## config.mk

```make
export PLATFORM = sky130hd
export DESIGN_NAME = sclk_phase_gen
export DESIGN_NICKNAME = d
export VERILOG_FILES = /design/src/rtl/sclk_pkg.sv /design/src/rtl/sclk_cfg_decode.sv /design/src/rtl/sclk_phase_timer.sv /design/src/rtl/sclk_phase_gen.sv
export SDC_FILE = /design/constraint.sdc
export NUM_CORES = 1
export LEC_CHECK = 0
export BUFFER_PORTS_ARGS = -buffer_cell sky130_fd_sc_hd__buf_2
export CAP_MARGIN = 20
export CORE_MARGIN = 3
export CORE_UTILIZATION = 35
export CTS_BUF_LIST = sky130_fd_sc_hd__clkbuf_4 sky130_fd_sc_hd__clkbuf_8
export CTS_CLUSTER_SIZE = 8
export DETAILED_ROUTE_END_ITERATION = 10
export HOLD_SLACK_MARGIN = 0.03
export PLACE_DENSITY = 0.54
export SYNTH_ARGS = -nofsm -noshare
export SYNTH_HDL_FRONTEND = slang
export SYNTH_SLANG_ARGS = --single-unit
```

## constraint.sdc

```tcl
create_clock -name clk -period 4.45 [get_ports clk]
set_input_delay 1.335 -clock clk [delete_from_list [all_inputs] [get_ports clk]]
set_output_delay 1.335 -clock clk [all_outputs]
set_load 0.05 [all_outputs]
```

## src/rtl/sclk_pkg.sv

```systemverilog
package sclk_pkg;

   typedef enum logic [1:0] {
      PH_IDLE = 2'd0,
      PH_LOW  = 2'd1,
      PH_HIGH = 2'd2
   } sclk_phase_e;

endpackage

```

## src/rtl/sclk_cfg_decode.sv

```systemverilog
module sclk_cfg_decode #(
   parameter int MANT_W  = 8,
   parameter int EXP_W   = 3,
   parameter int MAX_EXP = 5,
   parameter int OFFSET  = 4,
   parameter int LEN_W   = 13
) (
   input  logic [2*MANT_W+EXP_W-1:0] cfg,
   output logic [LEN_W-1:0]          len_lo,
   output logic [LEN_W-1:0]          len_hi
);
   localparam int EXP_LSB = 2 * MANT_W;
   localparam int PAD_W   = LEN_W - MANT_W;

   logic [1:0][MANT_W-1:0] mant;
   logic [1:0][LEN_W-1:0]  lens;
   logic [EXP_W-1:0]       e_raw;
   logic [EXP_W-1:0]       e_eff;

   assign mant[0] = cfg[MANT_W-1:0];
   assign mant[1] = cfg[2*MANT_W-1:MANT_W];
   assign e_raw   = cfg[EXP_LSB+EXP_W-1:EXP_LSB];

   // clamp only when the field can encode more than MAX_EXP
   generate
      if (MAX_EXP >= (1 << EXP_W) - 1) begin : g_noclamp
         assign e_eff = e_raw;
      end else begin : g_clamp
         assign e_eff = (e_raw > EXP_W'(MAX_EXP)) ? EXP_W'(MAX_EXP) : e_raw;
      end
   endgenerate

   generate
      for (genvar i = 0; i < 2; i++) begin : g_ph
         assign lens[i] = ({{PAD_W{1'b0}}, mant[i]} << e_eff) + LEN_W'(OFFSET);
      end
   endgenerate

   assign len_lo = lens[0];
   assign len_hi = lens[1];

endmodule

```

## src/rtl/sclk_phase_timer.sv

```systemverilog
module sclk_phase_timer #(
   parameter int LEN_W = 13
) (
   input  logic             clk,
   input  logic             rst_n,
   input  logic             load,
   input  logic [LEN_W-1:0] len,
   input  logic             en,
   output logic             mid,
   output logic             last
);
   logic [LEN_W-1:0] k_q;
   logic [LEN_W-1:0] len_q;
   logic [LEN_W-1:0] half_q;
   logic             at_end;

   assign at_end = (k_q == len_q - 1'b1);
   assign last   = en && at_end;
   assign mid    = en && (k_q == half_q);

   always_ff @(posedge clk or negedge rst_n) begin
      if (!rst_n) begin
         k_q    <= '0;
         len_q  <= '1;
         half_q <= '0;
      end else if (load) begin
         k_q    <= '0;
         len_q  <= len;
         half_q <= len >> 1;
      end else if (en && !at_end) begin
         k_q <= k_q + 1'b1;
      end
   end

   // a phase does not advance while its enable is low (stretch hold)
   p_hold_when_off_r5 : assert property (@(posedge clk) disable iff (!rst_n)
      (!en && !load) |=> $stable(k_q));

   // an enabled phase never runs past its programmed length
   p_within_len_r3 : assert property (@(posedge clk) disable iff (!rst_n)
      en |-> (k_q < len_q));

endmodule

```

## src/rtl/sclk_phase_gen.sv

```systemverilog
module sclk_phase_gen
   import sclk_pkg::*;
#(
   parameter int MANT_W  = 8,
   parameter int EXP_W   = 3,
   parameter int MAX_EXP = 5,
   parameter int OFFSET  = 4
) (
   input  logic                      clk,
   input  logic                      rst_n,
   input  logic                      bit_req,
   input  logic [2*MANT_W+EXP_W-1:0] cfg_word,
   input  logic                      scl_in,
   output logic                      scl_drive_low,
   output logic                      stb_fall,
   output logic                      stb_change,
   output logic                      stb_rise,
   output logic                      stb_sample,
   output logic                      stb_end
);
   localparam int MAX_LEN = ((2 ** MANT_W) - 1) * (2 ** MAX_EXP) + OFFSET;
   localparam int LEN_W   = $clog2(MAX_LEN + 1);
   localparam int T_LO    = 0;
   localparam int T_HI    = 1;

   generate
      if (OFFSET < 3) begin : g_bad_offset
         $error("OFFSET must be at least 3 so that strobes never coincide");
      end
      if (MAX_EXP < 1 || MAX_EXP >= (1 << EXP_W)) begin : g_bad_exp
         $error("MAX_EXP must be at least 1 and fit in the exponent field");
      end
      if (MANT_W < 1) begin : g_bad_mant
         $error("MANT_W must be positive");
      end
   endgenerate

   sclk_phase_e state_q, state_d;
   logic [LEN_W-1:0] len_lo, len_hi;
   logic [1:0][LEN_W-1:0] len_v;
   logic [1:0] en_v, mid_v, last_v;
   logic bit_start;
   logic fall_q, rise_q;

   sclk_cfg_decode #(
      .MANT_W (MANT_W),
      .EXP_W  (EXP_W),
      .MAX_EXP(MAX_EXP),
      .OFFSET (OFFSET),
      .LEN_W  (LEN_W)
   ) u_dec (
      .cfg   (cfg_word),
      .len_lo(len_lo),
      .len_hi(len_hi)
   );

   assign len_v[T_LO] = len_lo;
   assign len_v[T_HI] = len_hi;
   assign en_v[T_LO]  = (state_q == PH_LOW);
   assign en_v[T_HI]  = (state_q == PH_HIGH) && scl_in;

   // both phase lengths are captured together, only at bit start
   assign bit_start = bit_req &&
                      ((state_q == PH_IDLE) ||
                       ((state_q == PH_HIGH) && last_v[T_HI]));

   generate
      for (genvar i = 0; i < 2; i++) begin : g_tmr
         sclk_phase_timer #(.LEN_W(LEN_W)) u_tmr (
            .clk  (clk),
            .rst_n(rst_n),
            .load (bit_start),
            .len  (len_v[i]),
            .en   (en_v[i]),
            .mid  (mid_v[i]),
            .last (last_v[i])
         );
      end
   endgenerate

   always_comb begin
      state_d = state_q;
      unique case (state_q)
         PH_IDLE: if (bit_req) state_d = PH_LOW;
         PH_LOW:  if (last_v[T_LO]) state_d = PH_HIGH;
         PH_HIGH: if (last_v[T_HI]) state_d = bit_req ? PH_LOW : PH_IDLE;
         default: state_d = PH_IDLE;
      endcase
   end

   always_ff @(posedge clk or negedge rst_n) begin
      if (!rst_n) begin
         state_q <= PH_IDLE;
         fall_q  <= 1'b0;
         rise_q  <= 1'b0;
      end else begin
         state_q <= state_d;
         fall_q  <= bit_start;
         rise_q  <= (state_q == PH_LOW) && last_v[T_LO];
      end
   end

   assign scl_drive_low = (state_q == PH_LOW);
   assign stb_fall      = fall_q;
   assign stb_rise      = rise_q;
   assign stb_change    = mid_v[T_LO];
   assign stb_sample    = mid_v[T_HI];
   assign stb_end       = last_v[T_HI];

   // strobes never overlap
   p_strobe_excl_r11 : assert property (@(posedge clk) disable iff (!rst_n)
      $onehot0({stb_fall, stb_change, stb_rise, stb_sample, stb_end}));

   // the fall strobe marks a driven-low cycle, the rise strobe a released one
   p_fall_is_low_r6 : assert property (@(posedge clk) disable iff (!rst_n)
      stb_fall |-> scl_drive_low);
   p_rise_is_released_r6 : assert property (@(posedge clk) disable iff (!rst_n)
      stb_rise |-> !scl_drive_low);

   // sampling only ever happens on a released, high line
   p_sample_on_high_r7 : assert property (@(posedge clk) disable iff (!rst_n)
      stb_sample |-> (!scl_drive_low && scl_in));

   // a held request chains the next bit without a gap
   p_back_to_back_r8 : assert property (@(posedge clk) disable iff (!rst_n)
      (stb_end && bit_req) |=> stb_fall);

   // without a request the bit ends into idle with the line released
   p_end_to_idle_r10 : assert property (@(posedge clk) disable iff (!rst_n)
      (stb_end && !bit_req) |=> (!scl_drive_low && !stb_fall));

endmodule

```

# --- Word level (Yosys, flattened, before mapping) ---
# Index checks and enable logic that the tools add are counted.
totals:
  register_bits: 80
  output_inout_bits: 6
  in_bits: 23
op_classes:
  magnitude_cmp: 1
  n_eq_ne: 9
  n_shift: 2
  addsub: 6
  n_reduce_logical: 17
  n_mux: 10
ops:
  columns: ["op", "count"]
  rows:
  - ["$mux 13", 4]
  - ["$add 13x1->13 const B", 2]
  - ["$add 13x3->13 const B", 2]
  - ["$eq 13x12->1", 2]
  - ["$eq 13x13->1", 2]
  - ["$shl 8x3->13", 2]
  - ["$sub 13x1->13 const B", 2]
  - ["$logic_and 1x1->1", 10]
  - ["$mux 2", 3]
  - ["$ne 2x2->1 const B", 3]
  - ["$pmux 2 s3", 1]
  - ["$reduce_bool 2->1", 2]
  - ["$gt 3x3->1 const B", 1]
  - ["$mux 3", 1]
  - ["$reduce_and 3->1", 1]
  - ["$eq 2x1->1 const B", 1]
  - ["$eq 2x2->1 const B", 1]
  - ["$logic_not 1->1", 2]
  - ["$logic_not 2->1", 1]
  - ["$logic_or 1x1->1", 1]
  - ["$mux 1", 1]

# --- Longest topological paths before layout ---
# Gate-level depths: netlist of run 1.
depth:
  depth_word: 7
  ltp_mapped: 14
  ltp_nobuf: 11

# --- By module ---
# From an unflattened synthesis of run 1, not the netlist that was laid out.
unflattened:
  cells_unflattened: 668
  area_unflattened_um2: 5676.7
modules_own_cells:
  columns: ["module", "instances", "area_each_um2", "cells_each"]
  rows:
  - ["sclk_phase_timer", 2, 2199.6, 245]
  - ["sclk_cfg_decode", 1, 1096.1, 162]
  - ["sclk_phase_gen", 1, 181.4, 16]

# --- Least setup slack after synthesis of run 1 ---
# Ideal clock, no wire load.
synth_timing:
  path_type: "input port to output port"
  from: "in scl_in"
  to: "out stb_sample"
  slack_ns: -0.164
  arrival_ns: 3.279
  path_stages: 4
  cell_sequence: "nand2_1 nor2_1 nand4_1 nor4_1"
synth_via:
  elab_chain_len: 2
synth_rtl:
  columns: ["element", "line_no", "source"]
  rows:
  - ["from (decl)", "sclk_phase_gen.sv:13", "input logic scl_in,"]
  - ["$logic_and 1x1->1", "sclk_phase_gen.sv:60", "assign en_v[T_HI] = (state_q == PH_HIGH) && scl_in;"]
  - ["$logic_and 1x1->1", "sclk_phase_timer.sv:19", "assign mid = en && (k_q == half_q);"]
  - ["to (decl)", "sclk_phase_gen.sv:18", "output logic stb_sample,"]
# No other way between the ends.

# --- Worst setup path in the final report of run 1 ---
layout_timing:
  from: "reg g_tmr[1].u_tmr.len_q[0]"
  to: "out stb_end"
layout_via:
  elab_chain_len: 3
layout_rtl:
  columns: ["element", "line_no", "source"]
  rows:
  - ["from (decl)", "sclk_phase_timer.sv:13", "logic [LEN_W-1:0] len_q;"]
  - ["from (signal assigned)", "sclk_phase_timer.sv:28", "len_q <= len;"]
  - ["$sub 13x1->13", "sclk_phase_timer.sv:17", "assign at_end = (k_q == len_q - 1'b1);"]
  - ["$eq 13x13->1", "sclk_phase_timer.sv:17", null]
  - ["$logic_and 1x1->1", "sclk_phase_timer.sv:18", "assign last = en && at_end;"]
  - ["to (decl)", "sclk_phase_gen.sv:19", "output logic stb_end"]
# No other way between the ends.

==> impl_metrics.toml, run 1 <==
[run_status]
status = "finished clean"

[setup_path]
slowest_stage = "dfstp_2"
path_cells = "inv_1 > ha_1 > xnor2_1 > a31oi_1 > o311a_1 > a2111oi_4 > and4_1 > buf_2"
cp.arrival_ns = 2.92
worstReg2RegStart = "g_tmr[1].u_tmr.len_q[2]$_DFFE_PN1P_"
reg2reg_depth = 9
cp.required_ns = 3.12
reg2reg_slack_ns = 1.04
worstSetupPathType = "reg2out"
r2r-end = "g_tmr[0].u_tmr.len_q[1]$_DFFE_PN1P_"
crit_start = "g_tmr[1].u_tmr.len_q[0]$_DFFE_PN1P_"
path_max_fanout = 9
cpPeakStageDelay_ns = 0.63
cp-end-kind = "output pin"
cp-start-kind = "flop"

[global_route]
antenna_found_initial = 0
grt_overflow = 0
grt_start_max_net_pins = 81
grtUsageTotal_pct = 15.6
grt_pass1_vias = 4370
grt_pass1_wl_um = 22600

[logic_synthesis]
yosys-top-cells-area = "dfrtp_1, dfstp_2, xnor2_1, xor2_1, nand2_1"
synth-warning-count = 0
yosysMostFrequentCell = "nand2_1"
syn_area_per_cell_um2 = 9.06
ys_ff_latch = 80
netlist_area_mm2 = 0.00557
synth_cell_types = 64
netlist_top_cells_count = "nand2_1, dfrtp_1, nor2_1, xnor2_1, xor2_1"
synthArstFlopShare_pct = 100
synth_nets = 644
synth_cells = 615
dominantRegCellSynth = "dfrtp_1"
synth_top_area_share_pct = 24.2
synth_seq_area_share_pct = 36.5
yosysTopAreaCell = "dfrtp_1"
synth-edff-count = 0

[sta]
relSlewSlack_pct = 43.4
rsz0062_at_grt = "no"
worst_pin_slew_ns = 0.846
final.period_utilization_pct = 95.6
min_period_ns = 4.25
finalSetupTns_ns = 0
hold_viol = 0
setup_viol = 0
clock.fmax_mhz = 235
finalMaxSlewViolations = 0
fin_worst_skew_ns = 0.00731
holdWs_ns = 0.473

[power]
leakagePower_nw = 2.68
ir_worst_vdd_v = 0.000170
pwr_density_cell_mw_per_mm2 = 528

[detailed_routing]
routed_wl_um = 13100
met3_wirelength_um = 483
vias = 4463
wl_met1_um = 6750
topRoutingLayerUsed = "met4"
wire_per_inst_um = 15.7
vias_per_cell = 5.34
drt-initial-drc-count = 289
wl_met2_um = 5770
drc_errors = 0
first_pass_iters = 5
ant_nets = 0

[final_layout]
n_antenna_cell = 0
seq_area_mm2 = 0.00203
multiInputGateArea_mm2 = 0.00332
final_area_mm2 = 0.00610
nets = 650
drive_gt1_share_pct = 16.5
fillers = 1539
area_growth_pct = 9.45

[placed_design]
placed_cell_area_mm2 = 0.00585
place.gp.congestion = 0.833
portBuffers = 28
dp_hpwl_um = 9610

[floorplanning]
start_util_pct = 36.3
die_w_um = 132
core-area_mm2 = 0.0154
rows = 45
io_pins = 29
dieArea_mm2 = 0.0175
chipHeight_um = 132

[cts]
tritoncts = "yes"
ctsHtreeMaxLevel = 3
cts.clk_slew.worst_paths_ns = 0.08
cts_num_sinks = 80
hold_buffers = 0
clockBufferDepth = 2
root_buffer = "clkbuf_8"
cts_buffers = 9
clock_latency_ns = 0.37

[hold_path]
hold_depth = 2
hold_start = "g_tmr[1].u_tmr.len_q[12]$_DFFE_PN1P_"
worst_hold_path_type = "reg2reg"
whs_endpoint = "g_tmr[1].u_tmr.len_q[12]$_DFFE_PN1P_"

[flow_run]
drv_cap = 0
==> metrics by stage <==
| step | util (%) | instances | worst slack, ns | power [mW] |
|---|---|---|---|---|
| after global placement | 38.0 | 820 | 0.539 | 2.60 |
| final | 39.7 | 836 | 0.197 | 3.22 |
| after floorplan | - | 615 | 0.361 | 2.33 |
| after global routing | 39.7 | 836 | 0.0282 | 3.48 |
| after CTS | 39.5 | 835 | 0.148 | 3.26 |
| after detailed placement | 38.0 | 820 | 0.442 | 2.64 |
==> state kept, by name (all words and copies together) (netlist names) <==
name / cells
g_tmr.u_tmr.half_q: 24
state_q: 2
g_tmr.u_tmr.k_q: 26
stb_fall: 1
stb_rise: 1
g_tmr.u_tmr.len_q: 26
==> cells by family after synthesis <==
group           share of synthesized area, %
compound gates                          16.4
xor+xnor                                13.0
fa+ha+maj                               1.35
buf+inv                                 4.24
flops                                   36.5
mux                                     7.47
simple gates                            21.0
==> cells in the final DEF, fill, tap and decap left out, types with 26 or more instances in the layout <==
cell     instances
nand2_1         70
dfrtp_1         54
nor2_1          50
xnor2_1         47
xor2_1          36
a21o_1          30
buf_2           27
a21oi_1         26
dfstp_2         26
==> timing repair <==
item,CTS,global route
buffers inserted,0,0
resized for setup,0,1
setup endpoints to repair,0,1
endpoints found under the hold margin,0,0
==> worst max path at each step <==
stage / end / slack, ns / cells after the start
finish: stb_end / 0.20 / 8
CTS: stb_end / 0.15 / 8
global route: stb_end / 0.03 / 8
floorplan: stb_end / 0.36 / 9
global placement: g_tmr[1].u_tmr.half_q[6]$_DFFE_PN0P_ / 0.54 / 10
detailed placement: g_tmr[0].u_tmr.half_q[9]$_DFFE_PN0P_ / 0.44 / 10
==> critical path, delay by kind of cell (launching register included) <==
family	cells	cell delay, ns
AOI/OAI and AO/OA	3	0.81
DFF	1	0.63
buffers and inverters	2	0.33
adders and majority gates	1	0.31
and+or+nand+nor	1	0.25
xor gates and xnor gates	1	0.21
==> layout make-up <==
class / instances / area share, %
Multi-Input combinational cell: 483 / 54.5
Sequential cell: 80 / 33.3
Tap cell: 211 / 4.33
Timing Repair Buffer: 35 / 3.53
Clock buffer: 10 / 2.26
Clock inverter: 5 / 1.33
Inverter: 12 / 0.738
==> routing by layer <==
layer	vias up	GRT usage (%)
met3	15	2.98
li1	2198	-
met1	2162	23.2
met2	88	23.3
met5	-	0
met4	0	4.21
==> where the power goes <==
| group | leakage, nW | total, mW | internal, mW | switching [mW] |
|---|---|---|---|---|
| registers | 0.975 | 1.37 | 1.05 | 0.322 |
| clock network | 0.108 | 0.598 | 0.328 | 0.270 |
| logic | 1.59 | 1.25 | 0.594 | 0.655 |
Note: power is estimated with default switching activity, not from simulation.
==> run 2: changes to the inputs <==
--- a/config.mk
+++ b/config.mk
@@ -5,8 +5,7 @@
 export SDC_FILE = /design/constraint.sdc
 export NUM_CORES = 1
 export LEC_CHECK = 0
-export BUFFER_PORTS_ARGS = -buffer_cell sky130_fd_sc_hd__buf_2
-export CAP_MARGIN = 20
+export BUFFER_PORTS_ARGS = -buffer_cell sky130_fd_sc_hd__buf_4
 export CORE_MARGIN = 3
 export CORE_UTILIZATION = 35
 export CTS_BUF_LIST = sky130_fd_sc_hd__clkbuf_4 sky130_fd_sc_hd__clkbuf_8
==> run 2 against run 1 <==
- sequential share of layout area shrank 0.12 points
- core utilization is 0.14 points higher
- hold slack worse by 0.0018 ns
- power decreased by 0.76%
- clock-buffer cell count grew 2
- wire length grew 1.3%
- cell count unchanged
- final area increased by 0.35%
- via count up 1.3%
- setup slack gained 0.074 ns
- critical path type unchanged
- largest cell class unchanged
==> impl_metrics.toml, run 2 (synthesized netlist as in run 1, its figures left out) <==
[placed_design]
dp_hpwl_um = 9840
dp_slack_ns = 0.493
place.gp.congestion = 0.871
portBuffers = 28

[power]
pwr_density_cell_mw_per_mm2 = 522
ir_worst_vdd_v = 0.000173
seqPwrFrac_pct = 43.3
p_clk_share_pct = 17.4
p_int_mw = 1.94
switching_share_pct = 39.3
p_total_mw = 3.20
p_switching_mw = 1.26
pwr-share-comb_pct = 39.3
leakagePower_nw = 2.67

[detailed_routing]
ant_nets = 0
wire_per_inst_um = 15.9
vias_per_cell = 5.41
first_pass_iters = 4
vias = 4519
routed_wl_um = 13300
drc_errors = 0
drt-initial-drc-count = 257

[sta]
min_period_ns = 4.18
relSlewSlack_pct = 32.8
rsz0062_at_grt = "no"
final.period_utilization_pct = 93.9
finalMaxSlewViolations = 0
hold_viol = 0
worst_slack_ns = 0.271
worst_pin_slew_ns = 1.01
clock.fmax_mhz = 239
finalSetupTns_ns = 0
setup_viol = 0
fin_worst_skew_ns = 0.0120

[final_layout]
fillers = 1561
largestRegisters = "g_tmr.u_tmr.k_q x26, g_tmr.u_tmr.len_q x26, g_tmr.u_tmr.half_q x24"
layout.cells.most_common = "nand2_1"
final_util_pct = 39.8
seq_area_mm2 = 0.00203
final_cell_mix = "nand2_1, dfrtp_1, nor2_1, xnor2_1, xor2_1"
area_growth_pct = 9.83
drive_gt1_share_pct = 16.3
multiInputGateArea_mm2 = 0.00332
n_antenna_cell = 0
nets = 649

[flow_run]
drv_cap = 0

[cts]
hold_buffers = 0
post_cts_resized = 0
ctsHtreeMaxLevel = 3
postCtsSetupBuffers = 0
clock_latency_ns = 0.36
cts.clk_slew.worst_paths_ns = 0.08
cts_buffers = 9
root_buffer = "clkbuf_8"
cts_num_sinks = 80
tritoncts = "yes"
clockBufferDepth = 2

[setup_path]
cp-end-kind = "output pin"
cp.required_ns = 3.12
cp-start-kind = "flop"
reg2reg_depth = 10
worstSetupPathType = "reg2out"
cp.arrival_ns = 2.84
path_max_fanout = 8

[floorplanning]
io_pins = 29
core-area_mm2 = 0.0154
die_w_um = 132
rows = 45
dieArea_mm2 = 0.0175
start_util_pct = 36.3
chipHeight_um = 132

[global_route]
grt_overflow = 0
grt_pass1_vias = 4377
grt_pass1_wl_um = 22900
grt_start_max_net_pins = 81
grtUsageTotal_pct = 15.8
antenna_found_initial = 0

[hold_path]
hold_depth = 2
worst_hold_path_type = "reg2reg"

[run_status]
status = "finished clean"
run 2: cell count changes in the layout (fill, tap and decap cells not counted), sizes merged:
cell,previous run,this run
buf,35,34
clkinvlp,1,2
bufinv,2,1
clkbuf,10,12
clkinv,2,1
run 2: critical path, stage by stage (launching register included):
cell	delay [ns]
dfstp_2	0.41
or4_1	0.67
o31a_1	0.34
or3_1	0.34
a21o_1	0.23
nand2_1	0.08
and4_1	0.21
buf_4	0.20
run 2: final timing paths:
check	from	end	slack, ns
setup / recovery	g_tmr[1].u_tmr.len_q[2]$_DFFE_PN1P_	stb_end	0.27
setup reg to reg	g_tmr[1].u_tmr.len_q[2]$_DFFE_PN1P_	g_tmr[1].u_tmr.half_q[7]$_DFFE_PN0P_	0.93
hold / removal	g_tmr[1].u_tmr.len_q[12]$_DFFE_PN1P_	g_tmr[1].u_tmr.len_q[12]$_DFFE_PN1P_	0.47
min in group asynchronous	rst_n	g_tmr[0].u_tmr.k_q[8]$_DFFE_PN0P_	1.14
max in group asynchronous	rst_n	g_tmr[0].u_tmr.half_q[5]$_DFFE_PN0P_	2.66
hold reg to reg	g_tmr[1].u_tmr.len_q[12]$_DFFE_PN1P_	g_tmr[1].u_tmr.len_q[12]$_DFFE_PN1P_	0.47
run 2: layout make-up:
class                           count  share of cell area, %
Sequential cell                    80                   33.2
Multi-Input combinational cell    483                   54.2
Inverter                           12                  0.736
Tap cell                          211                   4.31
Timing Repair Buffer               34                   4.17
Clock inverter                      4                  0.879
Clock buffer                       12                   2.49
run 2: power by group through the flow:
stage / clock network [mW] / registers [mW] / logic (mW)
2_1_floorplan: 0 / 1.26 / 1.08
3_3_place_gp: 0 / 1.38 / 1.23
3_5_place_dp: 0 / 1.39 / 1.26
4_1_cts: 0.572 / 1.38 / 1.26
5_1_grt: 0.614 / 1.43 / 1.43
6_report: 0.557 / 1.38 / 1.25
run 2: stage by stage:
step / instances / hold WS, ns / instance area [um^2]
floorplan: 615 / 0.446 / 5580
global placement: 820 / 0.459 / 5920
detailed placement: 820 / 0.458 / 5920
CTS: 836 / 0.472 / 6120
global route: 836 / 0.484 / 6120
finish: 836 / 0.471 / 6120
run 2: per-layer routing:
layer	global-route usage [%]	up-vias	share of wire, %
li1	-	2203	-
met1	24.7	2223	53
met2	22.6	82	42
met3	2.86	11	3.8
met4	3.52	0	0.89
met5	0	-	0
==> run 3: changes to the inputs <==
--- a/config.mk
+++ b/config.mk
@@ -12,7 +12,6 @@
 export CTS_CLUSTER_SIZE = 8
 export DETAILED_ROUTE_END_ITERATION = 10
 export HOLD_SLACK_MARGIN = 0.03
-export PLACE_DENSITY = 0.54
 export SYNTH_ARGS = -nofsm -noshare
 export SYNTH_HDL_FRONTEND = slang
 export SYNTH_SLANG_ARGS = --single-unit
==> run 3 against run 2 <==
- wire length hardly changed
- hold slack better by 0.0035 ns
- setup slack worse by 0.066 ns
- sequential share of layout area is 0.061 points lower
- fmax is 1.5% lower
==> impl_metrics.toml, run 3 (synthesized netlist as in run 1, its figures left out) <==
[detailed_routing]
routed_wl_um = 13300
vias = 4591
drc_errors = 0
first_pass_iters = 4
wire_per_inst_um = 15.9
drt-initial-drc-count = 275
ant_nets = 0
vias_per_cell = 5.49

[cts]
clockBufferDepth = 2
cts.clk_slew.worst_paths_ns = 0.08
cts_buffers = 9
postCtsSetupBuffers = 0
tritoncts = "yes"
cts_num_sinks = 80
clock_latency_ns = 0.37
root_buffer = "clkbuf_8"
ctsHtreeMaxLevel = 3

[setup_path]
worst-path-buf-inv = 2
cp-start-kind = "flop"
cp-end-kind = "output pin"
path_cells = "or4_1 > nor4_2 > xor2_1 > nand2_1 > a2111oi_4 > buf_4 > and4_1 > buf_4"
cpLargestDelayFamily = "simple AND/OR/NAND/NOR gates"
cpPeakStageDelay_ns = 0.67
slowest_stage = "or4_1"
crit_top_cell = "buf_4"
worstSetupPathType = "reg2out"
path_max_fanout = 8
cp.required_ns = 3.12
cp.arrival_ns = 2.91

[run_status]
status = "finished clean"

[final_layout]
area_growth_pct = 10.0
nets = 650
final_cell_mix = "nand2_1, dfrtp_1, nor2_1, xnor2_1, xor2_1"
seq_area_mm2 = 0.00203
n_antenna_cell = 0
largestRegisters = "g_tmr.u_tmr.k_q x26, g_tmr.u_tmr.len_q x26, g_tmr.u_tmr.half_q x24"
fillers = 1531
multiInputGateArea_mm2 = 0.00332
instances_no_fill = 837
final_util_pct = 39.9
drive_gt1_share_pct = 16.6
layout.cells.most_common = "nand2_1"

[hold_path]
worst_hold_path_type = "reg2reg"

[placed_design]
portBuffers = 28
dp.cells = 821
dp_hpwl_um = 9780
place.gp.congestion = 0.901

[power]
leakagePower_nw = 2.68
p_int_mw = 1.94
p_clk_share_pct = 17.7
switching_share_pct = 39.8
ir_worst_vdd_v = 0.000251
pwr_density_cell_mw_per_mm2 = 526
p_switching_mw = 1.28
pwr-share-comb_pct = 39.5
seqPwrFrac_pct = 42.8

[sta]
min_period_ns = 4.24
relSlewSlack_pct = 33.2
worst_pin_slew_ns = 1.00
clock.fmax_mhz = 236
setup_viol = 0
hold_viol = 0
finalMaxSlewViolations = 0
final.period_utilization_pct = 95.4
holdWs_ns = 0.474
fin_worst_skew_ns = 0.0142
rsz0062_at_grt = "no"
finalSetupTns_ns = 0

[floorplanning]
io_pins = 29
core-area_mm2 = 0.0154
rows = 45
die_w_um = 132
dieArea_mm2 = 0.0175
chipHeight_um = 132
start_util_pct = 36.3

[flow_run]
drv_cap = 0

[global_route]
grt_overflow = 0
grtUsageTotal_pct = 15.5
grt_start_max_net_pins = 81
grt_pass1_wl_um = 22500
antenna_found_initial = 0
grt_pass1_vias = 4408
==> run 3: changes by cell type in the layout (fill, tap and decap cells not counted), sizes merged <==
cell / delta
clkinv: -1
clkbuf: -1
inv: +2
buf: +1
==> run 3: what timing repair did <==
item / 4_1_cts / 5_1_grt
hold buffers: 0 / 0
endpoints found under the setup margin: 0 / 1
resized for setup: 0 / 1
==> run 3: metal layers <==
layer / GRT usage, % / vias to the layer above / wire length (um)
met4: 4.16 / 0 / 133
met5: 0 / - / 0
met1: 22.8 / 2290 / 6670
met2: 23.3 / 91 / 5990
met3: 3.24 / 12 / 510
li1: - / 2198 / -
==> run 3: area by class of cell <==
cell class / instances / share of cell area [%]
multi-input cells: 483 / 54.1
repair buffers: 35 / 4.28
flip-flops and latches: 80 / 33.2
clock buffers: 11 / 2.37
well taps: 211 / 4.30
inverters: 12 / 0.734
clock inverters: 5 / 1.02
==> run 3: per-stage QoR <==
stage	power [mW]	area [um^2]	setup WS [ns]
final	3.23	6130	0.206
after CTS	3.24	6130	0.183
after detailed placement	2.67	5920	0.441
after floorplan	2.33	5580	0.361
after global routing	3.46	6130	0.0480
after global placement	2.60	5920	0.623
==> run 3: path summary, 6_finish.rpt <==
path | startpoint | end | slack [ns] | depth (start not counted)
setup / recovery | g_tmr[1].u_tmr.len_q[2]$_DFFE_PN1P_ | stb_end | 0.21 | 8
hold / removal | g_tmr[1].u_tmr.len_q[12]$_DFFE_PN1P_ | g_tmr[1].u_tmr.len_q[12]$_DFFE_PN1P_ | 0.47 | 2
setup reg to reg | g_tmr[1].u_tmr.len_q[2]$_DFFE_PN1P_ | g_tmr[1].u_tmr.half_q[0]$_DFFE_PN0P_ | 1.07 | 9
hold reg to reg | g_tmr[1].u_tmr.len_q[12]$_DFFE_PN1P_ | g_tmr[1].u_tmr.len_q[12]$_DFFE_PN1P_ | 0.47 | 2
max in group asynchronous | rst_n | g_tmr[1].u_tmr.k_q[1]$_DFFE_PN0P_ | 2.68 | 1
min in group asynchronous | rst_n | g_tmr[0].u_tmr.k_q[11]$_DFFE_PN0P_ | 1.12 | 1
==> run 3: power by group through the flow <==
stage | Combinational (mW) | Sequential (mW) | Clock, mW
after floorplan | 1.08 | 1.26 | 0
after global placement | 1.22 | 1.38 | 0
after detailed placement | 1.27 | 1.40 | 0
after CTS | 1.28 | 1.38 | 0.587
after global routing | 1.43 | 1.42 | 0.616
final | 1.27 | 1.38 | 0.570
==> run 3: worst min-delay path, delay by kind of cell, from the launching register on <==
family / cells / cell delay, ns
flops: 1 / 0.38
simple gates: 2 / 0.10
